$ cat src/rtl/vlset_pkg.sv
package vlset_pkg;
  localparam int INSN_W = 32;
  localparam int LEN_W  = 7;
  localparam int CR_W   = 4;

  typedef struct packed {
    logic [5:0]       po;
    logic [4:0]       rt;
    logic [4:0]       ra;
    logic [LEN_W-1:0] imm;
    logic             ms;
    logic             vs;
    logic             vf;
    logic [4:0]       xo;
    logic             rc;
  } insn_t;

  typedef enum logic [1:0] {
    SRC_KEEP = 2'd0,
    SRC_RA   = 2'd1,
    SRC_CTR  = 2'd2,
    SRC_IMM  = 2'd3
  } vl_src_e;

  // Condition field built from a resulting length and the overflow flag.
  function automatic logic [CR_W-1:0] cr_of(input logic [LEN_W-1:0] len, input logic ovf);
    return {1'b0, (len != '0), (len == '0), ovf};
  endfunction
endpackage

$ cat src/rtl/vlset_decode.sv
module vlset_decode
  import vlset_pkg::*;
#(
  parameter logic [5:0] PRI_OP = 6'd22,
  parameter logic [4:0] EXT_OP = 5'd27
) (
  input  logic [INSN_W-1:0] instr,
  output insn_t             fields,
  output logic              hit,
  output logic              ra_zero,
  output logic              rt_zero
);
  assign fields  = insn_t'(instr);
  assign hit     = (fields.po == PRI_OP) && (fields.xo == EXT_OP);
  assign ra_zero = (fields.ra == 5'd0);
  assign rt_zero = (fields.rt == 5'd0);
endmodule

$ cat src/rtl/vlset_sat.sv
module vlset_sat #(
  parameter int W     = 64,
  parameter int LEN_W = 7
) (
  input  logic [W-1:0]     value,
  output logic [LEN_W-1:0] len,
  output logic             over
);
  generate
    if (W > LEN_W) begin : g_wide
      assign over = |value[W-1:LEN_W];
      assign len  = over ? {LEN_W{1'b1}} : value[LEN_W-1:0];
    end else begin : g_narrow
      assign over = 1'b0;
      assign len  = LEN_W'(value);
    end
  endgenerate
endmodule

$ cat src/rtl/vlset_len_calc.sv
module vlset_len_calc
  import vlset_pkg::*;
#(
  parameter int XLEN = 64
) (
  input  logic             ms,
  input  logic             vs,
  input  logic             ra_zero,
  input  logic             rt_zero,
  input  logic [LEN_W-1:0] imm_field,
  input  logic [XLEN-1:0]  ra_val,
  input  logic [XLEN-1:0]  ctr_val,
  input  logic [LEN_W-1:0] mvl_old,
  input  logic [LEN_W-1:0] vl_old,
  output logic [LEN_W-1:0] mvl_new,
  output logic [LEN_W-1:0] vl_new,
  output logic             ovf
);
  logic [LEN_W:0]   imm_wide;
  logic [LEN_W-1:0] imm_len, ra_len, ctr_len, raw;
  logic             imm_over, ra_over, ctr_over, raw_over, clamp_hit;
  vl_src_e          src;

  assign imm_wide = {1'b0, imm_field} + (LEN_W+1)'(1);

  vlset_sat #(.W(LEN_W+1), .LEN_W(LEN_W)) u_imm_sat (.value(imm_wide), .len(imm_len), .over(imm_over));
  vlset_sat #(.W(XLEN),    .LEN_W(LEN_W)) u_ra_sat  (.value(ra_val),   .len(ra_len),  .over(ra_over));
  vlset_sat #(.W(XLEN),    .LEN_W(LEN_W)) u_ctr_sat (.value(ctr_val),  .len(ctr_len), .over(ctr_over));

  always_comb begin
    if (!vs)           src = SRC_KEEP;
    else if (!ra_zero) src = SRC_RA;
    else if (!rt_zero) src = SRC_CTR;
    else               src = SRC_IMM;
  end

  always_comb begin
    case (src)
      SRC_RA:  begin raw = ra_len;  raw_over = ra_over;  end
      SRC_CTR: begin raw = ctr_len; raw_over = ctr_over; end
      SRC_IMM: begin raw = imm_len; raw_over = imm_over; end
      default: begin raw = vl_old;  raw_over = 1'b0;     end
    endcase
  end

  assign mvl_new   = ms ? imm_len : mvl_old;
  assign clamp_hit = (src != SRC_KEEP) && (raw > mvl_new);
  assign vl_new    = clamp_hit ? mvl_new : raw;
  assign ovf       = (ms && imm_over) || raw_over || clamp_hit;
endmodule

$ cat src/rtl/vlset_unit.sv
module vlset_unit
  import vlset_pkg::*;
#(
  parameter int         XLEN   = 64,
  parameter logic [5:0] PRI_OP = 6'd22,
  parameter logic [4:0] EXT_OP = 5'd27
) (
  input  logic              clk,
  input  logic              rst_n,
  input  logic [INSN_W-1:0] instr,
  input  logic [XLEN-1:0]   ra_val,
  input  logic [XLEN-1:0]   ctr_val,
  input  logic [XLEN-1:0]   state_in,
  output logic [XLEN-1:0]   state_out,
  output logic              rt_we,
  output logic [XLEN-1:0]   rt_data,
  output logic              cr_we,
  output logic [CR_W-1:0]   cr_field,
  output logic              so_we
);
  localparam int MVL_HI  = XLEN - 1;
  localparam int MVL_LO  = XLEN - LEN_W;
  localparam int VL_HI   = MVL_LO - 1;
  localparam int VL_LO   = XLEN - 2*LEN_W;
  localparam int VF_BIT  = 0;
  localparam int PER_BIT = 1;

  insn_t            fields;
  logic             hit, ra_zero, rt_zero, dec_vs;
  logic [LEN_W-1:0] mvl_new, vl_new;
  logic             ovf_any;
  logic [XLEN-1:0]  state_nxt;

  vlset_decode #(.PRI_OP(PRI_OP), .EXT_OP(EXT_OP)) u_dec (
    .instr(instr), .fields(fields), .hit(hit), .ra_zero(ra_zero), .rt_zero(rt_zero)
  );

  assign dec_vs = fields.vs;

  vlset_len_calc #(.XLEN(XLEN)) u_len (
    .ms(fields.ms), .vs(fields.vs), .ra_zero(ra_zero), .rt_zero(rt_zero),
    .imm_field(fields.imm), .ra_val(ra_val), .ctr_val(ctr_val),
    .mvl_old(state_in[MVL_HI:MVL_LO]), .vl_old(state_in[VL_HI:VL_LO]),
    .mvl_new(mvl_new), .vl_new(vl_new), .ovf(ovf_any)
  );

  always_comb begin
    state_nxt = state_in;
    if (hit) begin
      state_nxt[MVL_HI:MVL_LO] = mvl_new;
      state_nxt[VL_HI:VL_LO]   = vl_new;
      state_nxt[PER_BIT]       = 1'b0;
      state_nxt[VF_BIT]        = fields.vf;
    end
  end

  always_ff @(posedge clk or negedge rst_n) begin
    if (!rst_n) begin
      state_out <= '0;
      rt_we     <= 1'b0;
      rt_data   <= '0;
      cr_we     <= 1'b0;
      cr_field  <= '0;
      so_we     <= 1'b0;
    end else begin
      state_out <= state_nxt;
      rt_we     <= hit && !rt_zero;
      rt_data   <= (hit && !rt_zero) ? XLEN'(vl_new) : '0;
      cr_we     <= hit && fields.rc;
      cr_field  <= (hit && fields.rc) ? cr_of(vl_new, ovf_any) : '0;
      so_we     <= hit && fields.rc && ovf_any;
    end
  end
endmodule

$ cat config.mk
export PLATFORM = sky130hd
export DESIGN_NAME = vlset_unit
export DESIGN_NICKNAME = d
export VERILOG_FILES = /design/src/rtl/vlset_pkg.sv /design/src/rtl/vlset_decode.sv /design/src/rtl/vlset_sat.sv /design/src/rtl/vlset_len_calc.sv /design/src/rtl/vlset_unit.sv
export SDC_FILE = /design/constraint.sdc
export NUM_CORES = 1
export LEC_CHECK = 0
export ABC_AREA = 1
export BUFFER_PORTS_ARGS = -buffer_cell sky130_fd_sc_hd__clkbuf_2
export CAP_MARGIN = 0
export CORE_AREA = 3 3 139 141
export CTS_BUF_LIST = sky130_fd_sc_hd__clkbuf_8
export DETAILED_ROUTE_END_ITERATION = 10
export DIE_AREA = 0 0 142 144
export GPL_ROUTABILITY_DRIVEN = 0
export SLEW_MARGIN = 20
export SYNTH_ARGS = -nofsm -noshare
export SYNTH_HDL_FRONTEND = slang
export SYNTH_SLANG_ARGS = --single-unit
$ cat constraint.sdc
create_clock -name clk -period 0.8 [get_ports clk]
set_input_delay 0.16 -clock clk [delete_from_list [all_inputs] [get_ports clk]]
set_output_delay 0.16 -clock clk [all_outputs]
set_load 0.01 [all_outputs]
# Word-level counts from Yosys, hierarchy flattened
# Index checks and enable logic that the tools add are counted.
# W data, S select, Z words.
word_totals:
  ff_bits: 77
  inputBits: 226
  out_inout_bits: 135
classes:
  addsub: 1
  n_lt_le_gt_ge: 1
  n_eq_ne: 5
  muxes: 14
  n_reduce_logical: 16
ops:
  columns: ["cell", "n"]
  rows:
  - ["$reduce_or A57 Y1", 2]
  - ["$mux W7", 6]
  - ["$pmux W7 S3", 1]
  - ["$mux W14", 1]
  - ["$logic_not A5 Y1", 2]
  - ["$add A7 B1 Y8 const B", 1]
  - ["$gt A7 B7 Y1", 1]
  - ["$logic_not A7 Y1", 1]
  - ["$reduce_bool A7 Y1", 1]
  - ["$eq A6 B5 Y1 const B", 1]
  - ["$logic_and A1 B1 Y1", 6]
  - ["$mux W2", 3]
  - ["$eq A5 B5 Y1 const B", 1]
  - ["$eq A2 B2 Y1 const B", 2]
  - ["$mux W3", 1]
  - ["$pmux W1 S3", 1]
  - ["$eq A2 B1 Y1 const B", 1]
  - ["$logic_or A1 B1 Y1", 2]
  - ["$reduce_bool A2 Y1", 1]
  - ["$logic_not A1 Y1", 1]
  - ["$mux W1", 1]

# Depth between registers and ports, before layout
# Gate-level depths: netlist of the first run.
depth:
  depth_word: 11
  ltp_mapped: 25
  depth_no_buf: 25

# Cells and area by module
# From an unflattened synthesis of the first run, not the netlist that was laid out.
unflattened:
  cells_unflattened: 580
  hier_area_um2: 4484.3
modules_own_cells:
  columns: ["module", "instances", "cells_each", "area_each_um2"]
  rows:
  - ["vlset_unit", 1, 208, 2643.8]
  - ["vlset_len_calc", 1, 166, 892.1]
  - ["vlset_sat at u_len.u_ctr_sat ...", 2, 69, 281.5]
  - ["vlset_decode", 1, 52, 321.6]
  - ["vlset_sat at u_len.u_imm_sat", 1, 16, 63.8]

# Least setup slack after synthesis of the first run
# No wires, ideal clock.
synth_path:
  path_type: "input to register"
  startpoint: "input port ctr_val[8]"
  endpoint: "register cr_field[2]"
  setup_ns: 0.119
  t_arrival_ns: 2.397
  t_required_ns: 0.681
  path_slack_ns: -1.716
  cell_stages: 19
  n_path_buf: 1
  cell_sequence: "or2_1 nor2_1 nand2_1 nor2_4 nand3b_1 a21oi_1 nand3_1 ha_1 a21oi_1 o21ai_1 nand2_1 o211ai_1 nand2_4 buf_2 nand4_1 nand2_1 nand3_1 nor2_1 nor2_1"
synth_between:
  elab_chain_cells: 8
synth_rtl:
  columns: ["element", "line_no", "rtl"]
  rows:
  - ["start, declared", "vlset_unit.sv:12", "input logic [XLEN-1:0] ctr_val,"]
  - ["$reduce_or A57 Y1 (*)", "vlset_sat.sv:11", "assign over = |value[W-1:LEN_W];"]
  - ["$mux W7 (*)", "vlset_sat.sv:12", "assign len = over ? {LEN_W{1'b1}} : value[LEN_W-1:0];"]
  - ["$pmux W7 S3 (*)", "vlset_len_calc.sv:38", "case (src)"]
  - ["$gt A7 B7 Y1", "vlset_len_calc.sv:47", "assign clamp_hit = (src != SRC_KEEP) && (raw > mvl_new);"]
  - ["$logic_and A1 B1 Y1", "vlset_len_calc.sv:47", null]
  - ["$mux W7 (*)", "vlset_len_calc.sv:48", "assign vl_new = clamp_hit ? mvl_new : raw;"]
  - ["$reduce_bool A7 Y1 (*)", "vlset_pkg.sv:27", "return {1'b0, (len != '0), (len == '0), ovf};"]
  - ["$mux W3 (*)", "vlset_unit.sv:70", "cr_field <= (hit && fields.rc) ? cr_of(vl_new, ovf_any) : '0;"]
  - ["end signal, assigned", "vlset_unit.sv:70", null]
  - ["end, declared", "vlset_unit.sv:18", "output logic [CR_W-1:0] cr_field,"]
# Every way passes the cells marked *; elsewhere a longest branch is shown, timed or not.

# Worst setup path in the final report of the first run
layout_path:
  startpoint: "input port instr[19]"
  endpoint: "register cr_field[1]"
layout_between:
  elab_chain_cells: 10
  word_cells_on_any_way: 13
layout_rtl:
  columns: ["element", "line_no", "rtl"]
  rows:
  - ["start, declared", "vlset_unit.sv:10", "input logic [INSN_W-1:0] instr,"]
  - ["$logic_not A5 Y1 (*)", "vlset_decode.sv:15", "assign ra_zero = (fields.ra == 5'd0);"]
  - ["$mux W2 (*)", "vlset_len_calc.sv:32", "else if (!ra_zero) src = SRC_RA;"]
  - ["$mux W2 (*)", "vlset_len_calc.sv:31", "if (!vs) src = SRC_KEEP;"]
  - ["$eq A2 B2 Y1 / $eq A2 B1 Y1 (equally long branches)", "vlset_len_calc.sv:38", null]
  - ["$pmux W7 S3", "vlset_len_calc.sv:38", null]
  - ["$gt A7 B7 Y1", "vlset_len_calc.sv:47", null]
  - ["$logic_and A1 B1 Y1", "vlset_len_calc.sv:47", null]
  - ["$mux W7 (*)", "vlset_len_calc.sv:48", null]
  - ["$logic_not A7 Y1 (*)", "vlset_pkg.sv:27", null]
  - ["$mux W3 (*)", "vlset_unit.sv:70", null]
# Marks and branches as above.

==> results of run 1 <==
[metrics by stage]
step	power (mW)	setup TNS, ns
global placement	6.55	-40.46
detailed placement	6.58	-40.91
finish	10.7	-45.36
floorplan	5.35	-25.49
CTS	10.3	-45.79
global route	11.2	-51.48
[registers in the layout (all words and copies together) (netlist names)]
register	count
state_out	64
rt_data	7
cr_field	3
cr_we	1
rt_we	1
[worst max-delay path by stage]
stage	from	end	slack [ns]	depth (start not counted)
final	instr[19]	cr_field[1]	-1.77	23
after global routing	ra_val[54]	cr_field[2]	-1.93	23
after CTS	ctr_val[8]	cr_field[1]	-1.67	22
after detailed placement	ctr_val[58]	cr_field[2]	-2.12	23
after global placement	ctr_val[58]	cr_field[2]	-2.10	23
after floorplan	ctr_val[8]	cr_field[2]	-1.58	21
[logic make-up after synthesis]
family | after synthesis
xor gates and xnor gates | 3
adders and majority gates | 8
AOI/OAI and AO/OA | 44
other | 1
buffers and inverters | 105
and+or+nand+nor | 299
DFF | 76
[what timing repair did]
item	4_1_cts	5_1_grt
setup endpoints to repair	101	103
gates cloned	3	0
hold buffers	52	0
buffers inserted	7	10
endpoints found under the hold margin	126	0
pin swaps	28	46
resized for setup	61	122
[cells in the mapped netlist, types with 5 or more instances]
cell type  number
nand2_2         9
ha_1            8
buf_4          59
o21ai_0        21
a21oi_1        11
nand3b_1        5
inv_1          36
nor2_1        108
nor2_4          5
nand2_1       119
nand3_1        23
dfrtp_1        76
[layout make-up]
| class | count | area, um^2 |
|---|---|---|
| clock inverter | 7 | 98.8 |
| timing repair buffer | 448 | 3030 |
| clock buffer | 9 | 124 |
| multi-input combinational | 414 | 2580 |
| sequential | 76 | 1900 |
| inverter | 40 | 188 |
| tap | 229 | 287 |
| timing repair inverter | 1 | 6.26 |
| fill | 1696 | 9870 |
[cell usage in the layout (no fill, tap or decap), types with 3 or more instances in the layout]
cell type,netlist,routed
a21oi_1,11,7
nor2_2,4,15
nand2_4,4,15
nand3_2,4,12
nor2_4,5,12
dfrtp_1,76,76
dlygate4sd3_1,0,52
clkbuf_2,0,280
o21ai_1,3,5
nand2_2,9,28
inv_2,4,6
nand4_1,4,4
nand2_1,119,88
nand2_8,0,3
buf_4,59,65
nand3_1,23,13
clkbuf_8,0,10
inv_6,0,4
or2_1,3,3
o21ai_4,0,6
inv_1,36,29
conb_1,1,58
o21ai_2,4,16
buf_6,0,40
ha_4,0,7
a21oi_2,1,5
nand3b_1,5,5
inv_4,0,3
nor2_1,108,90
buf_12,0,6
[routing by layer]
layer	track usage	up-vias	share of wire
li1	-	2475	-
met2	0.307	251	0.55
met5	0	-	0
met1	0.161	2212	0.35
met3	0.0351	28	0.077
met4	0.0566	0	0.026
[power groups by stage]
stage	combinational, mW	sequential [mW]	clock [mW]
global placement	2.43	4.12	0
global route	3.64	4.07	3.51
floorplan	1.13	4.21	0
finish	3.35	4.06	3.26
CTS	2.92	4.05	3.35
detailed placement	2.45	4.13	0
[worst max-delay path: stages]
cell      delay [ns]
clkbuf_2        0.09
nor2_2          0.16
nand3b_4        0.14
nor2_4          0.18
inv_1           0.09
nor2_4          0.16
nand2_4         0.10
nand2_1         0.12
o21bai_4        0.07
inv_1           0.12
ha_4            0.23
nand2_4         0.08
nor2_4          0.05
buf_6           0.11
a41oi_4         0.22
buf_12          0.16
nand2_8         0.08
buf_6           0.13
nand3_2         0.07
nand2_2         0.06
nor2_2          0.11
nand3_1         0.07
nor2_1          0.10
==> run summary, run 1 <==
Yosys Warn Count: 0
first-pass detailed-route iteration total: 4
Max Cap Violations: 0
violated checks: setup timing
area leader, netlist: dfrtp_1
layout cells sized above 1: 0.562
worst setup path class: primary input to flip-flop
crit path DAT: 2.85 ns
antenna-violating nets left: 0
Cells after DPL: 1136
Worst Path Required: 1.08 ns
Die W: 142 um
Post-DP HPWL: 14.1 mm
Sink Count: 76
n_diodes: 0
drt total wl: 17.8 mm
RSZ-0062 raised after global routing: yes
Slew Viols, Final: 0
std cell rows: 49
Hold Path End: state_out[54]
WHS Path Cells: 3
P per Cell Area: 1300 nW/um^2
Final Non-Filler Cells: 1224
drt drc: 0
worst hold path class: primary input to flip-flop
# setup viols final: 101
Pint: 7.48 mW
post-synthesis sequential area ratio: 0.447
largest net degree at the start of global routing: 28
via count: 4966
initial antenna violation count: 0
root buffer cell: clkbuf_8
Core Util, Final: 0.454
hold_sp: state_in[54]
Hold Vio Cnt, Final: 0
proportion of synthesized area in mux cells: 0
largest family of logic cells by synthesized area: simple AND/OR/NAND/NOR gates
Initial DRC Count: 105
I/O pin count: 361
Post-synth EDFFs: 0
async set-reset flop share out of synthesis: 1.00
Clock power frac: 0.305
top_reg_cell synth: dfrtp_1
clk slew on worst S/H paths: 0.08 ns
setup slack after layout: -1.77 ns
Adder-Cell Fraction of Synth Area: 0.0235
Worst Setup Start Kind: primary input
Port Buf Inserts: 302
distinct cell type count after synthesis: 35
gr usage total: 0.157
die area: 20400 um^2
Synth Area in XOR/XNOR: 0.00618
H-tree depth: 3
final worst path period share: 3.22
CP Capture Type: flip-flop
vias in the first global route: 4945
Fmax: 389 MHz
Min Hold Slack: 0.0624 ns
mapped cell area: 4250 um^2
CP Max Fanout: 6
Comb power frac: 0.314
Synth-to-Final Area Change: 93.2%
post-route cell area: 8220 um^2
CTS tree: yes
Net Sw Frac: 0.298
syn_area_per_cell: 7.94 um^2
Peak VDD IR: 1140 uV
NetSw: 3.18 mW
placed cell area: 6630 um^2
Yosys reg bits: 76
synth top area cells: dfrtp_1, nand2_1, buf_4
sequential power share: 0.380
Final nets: 1224
leakage power: 4.38 nW
Synth Instances: 536
Initial Utilization: 0.235
status: finished, violations left
Max Buffers Root-to-Sink: 2
CTS Buf Count: 9
post-synthesis simple-gate area fraction: 0.315
WL/cell: 14.5 um
Tmin final: 2.57 ns
share of the synthesized area in the top cell type: 0.447
post-synthesis compound-gate area fraction: 0.0618
die height: 144 um
gr ovfl total: 0
first-pass GRT wire length: 24.9 mm
core outline area: 18100 um^2
pre-CTS WS: -2.12 ns
Vias/cell: 4.06
Power figures use the tool's default switching activity.
==> inputs of run 2 (changes only) <==
--- a/config.mk
+++ b/config.mk
@@ -13,6 +13,8 @@
 export DETAILED_ROUTE_END_ITERATION = 10
 export DIE_AREA = 0 0 142 144
 export GPL_ROUTABILITY_DRIVEN = 0
+export PLACE_DENSITY = 0.59
+export RECOVER_POWER = 25
 export SLEW_MARGIN = 20
 export SYNTH_ARGS = -nofsm -noshare
 export SYNTH_HDL_FRONTEND = slang
==> run 2 against run 1 <==
The run still ends with setup timing left. Highest routed layer is now met5. Core utilization fell by 0.26 points. Count of clock-buffer cells in the layout did not move. First-iteration DRC count rose by 9.5%. Critical path depth fell by 1. Worst hold slack improved by 0.0061 ns. Critical endpoint is now state_out[51]. Setup slack improved by 0.022 ns. Critical path type unchanged.
==> run summary, run 2 (same netlist as run 1, synthesis figures left out) <==
pre-CTS WS: -2.15 ns
status: finished, violations left
Slew Viols, Final: 0
Setup TNS: -43.75 ns
P per Cell Area: 1190 nW/um^2
Core Util, Final: 0.452
leakage power: 4.34 nW
sequential power share: 0.417
largest net degree at the start of global routing: 25
Post-DP HPWL: 13.9 mm
Initial Utilization: 0.235
CTS Buf Count: 9
core outline area: 18100 um^2
first-pass detailed-route iteration total: 4
setup slack after layout: -1.75 ns
most flop-heavy register: state_out
Pint: 6.78 mW
max FFs per register: 64
violated checks: setup timing
Net Sw Frac: 0.304
initial antenna violation count: 1
WHS Path Cells: 3
drt drc: 0
vias in the first global route: 4866
worst hold path class: primary input to flip-flop
Synth-to-Final Area Change: 92.1%
drt total wl: 17.1 mm
NetSw: 2.96 mW
die area: 20400 um^2
layout cells sized above 1: 0.560
worst setup path class: primary input to flip-flop
hold_sp: state_in[55]
Worst Path Required: 1.07 ns
Max Buffers Root-to-Sink: 2
Min Hold Slack: 0.0685 ns
Sink Count: 76
Hold Path End: state_out[55]
most common cell after layout, fill and taps aside: clkbuf_2
gr usage total: 0.156
std cell rows: 49
root buffer cell: clkbuf_8
Port Buf Inserts: 302
crit path DAT: 2.82 ns
# setup viols final: 101
Worst Setup Start Kind: primary input
Comb power frac: 0.334
gr ovfl total: 0
commonest non-fill, non-tap cells in the layout: clkbuf_2, nand2_1, buf_4
Vias/cell: 4.00
antenna-violating nets left: 0
CP Capture Type: flip-flop
Peak VDD IR: 687 uV
die height: 144 um
I/O pin count: 361
Max Cap Violations: 0
WL/cell: 13.8 um
CP Max Fanout: 5
n_diodes: 0
Initial DRC Count: 115
first-pass GRT wire length: 25.0 mm
Clock power frac: 0.249
RSZ-0062 raised after global routing: yes
Die W: 142 um
Final nets: 1236
via count: 4943
Top Registers: state_out x64, rt_data x7, cr_field x3
final worst path period share: 3.19
H-tree depth: 3
CTS tree: yes
clk slew on worst S/H paths: 0.07 ns
Tmin final: 2.55 ns
Hold Vio Cnt, Final: 0
Fmax: 392 MHz
## run 2: cell count changes in the layout (fill, tap and decap cells not counted), moves of 3 or more
cell / previous run / this run
nand3_2: 12 / 9
nand2_4: 15 / 12
buf_4: 65 / 85
buf_12: 6 / 2
nor2_1: 90 / 83
nand2_2: 28 / 24
o21ai_1: 5 / 9
nand2_1: 88 / 96
clkbuf_2: 280 / 276
nor2_4: 12 / 18
## run 2: critical path, cell delays in order
cell,delay [ns]
buf_6,0.09
nor2_4,0.08
nand2_1,0.08
nor2_1,0.11
nand2_1,0.09
nor2_4,0.20
nand3b_1,0.15
a21oi_2,0.22
nand3_2,0.12
ha_4,0.30
nand2_2,0.06
o21ai_2,0.15
nand2_1,0.07
o211ai_1,0.08
buf_4,0.19
nand2_8,0.09
buf_6,0.14
buf_6,0.10
nand2_4,0.05
nand2_4,0.05
buf_6,0.12
o21ai_2,0.12
## run 2: stage by stage
step	instances	total power [mW]	cell area, um^2
4_1_cts	1229	9.59	7780
3_5_place_dp	1139	6.54	6610
6_report	1235	9.74	8170
2_1_floorplan	593	5.35	4680
3_3_place_gp	1139	6.52	6610
5_1_grt	1235	10.3	8170
## run 2: worst max-delay path by stage
stage,end,cells past startpoint,start
finish,state_out[51],22,ctr_val[60]
global route,cr_field[2],21,ctr_val[8]
CTS,cr_field[2],21,ctr_val[8]
detailed placement,cr_field[2],22,ctr_val[62]
global placement,cr_field[2],22,ctr_val[62]
floorplan,cr_field[2],21,ctr_val[8]
## run 2: power groups by stage
stage | Sequential [mW] | Combinational, mW | Clock (mW)
after CTS | 4.05 | 2.99 | 2.55
after global routing | 4.07 | 3.56 | 2.68
after global placement | 4.13 | 2.39 | 0
after detailed placement | 4.13 | 2.42 | 0
final | 4.06 | 3.26 | 2.43
after floorplan | 4.21 | 1.13 | 0
## run 2: area by class of cell
| cell class | count | area (um^2) |
|---|---|---|
| multi-input combinational | 415 | 2560 |
| clock inverter | 6 | 42.5 |
| timing repair buffer | 460 | 3080 |
| fill | 1692 | 9910 |
| tap | 229 | 287 |
| inverter | 40 | 183 |
| clock buffer | 9 | 124 |
| sequential | 76 | 1900 |
## run 2: what timing repair did
action                                 4_1_cts  5_1_grt
pin swaps                                   40       27
cloned                                       3        0
gates resized for setup                     71      111
endpoints found under the hold margin      126        0
hold buffers                                52        0
buffers inserted                            21        8
setup endpoints to repair                  101      101
## run 2: per-layer routing
| layer | routed length, um | up-vias | GRT usage |
|---|---|---|---|
| met2 | 9480 | 250 | 0.308 |
| met1 | 5980 | 2172 | 0.165 |
| met4 | 170 | 2 | 0.0323 |
| met5 | 13 | - | 0 |
| met3 | 1420 | 16 | 0.0423 |
| li1 | - | 2503 | - |
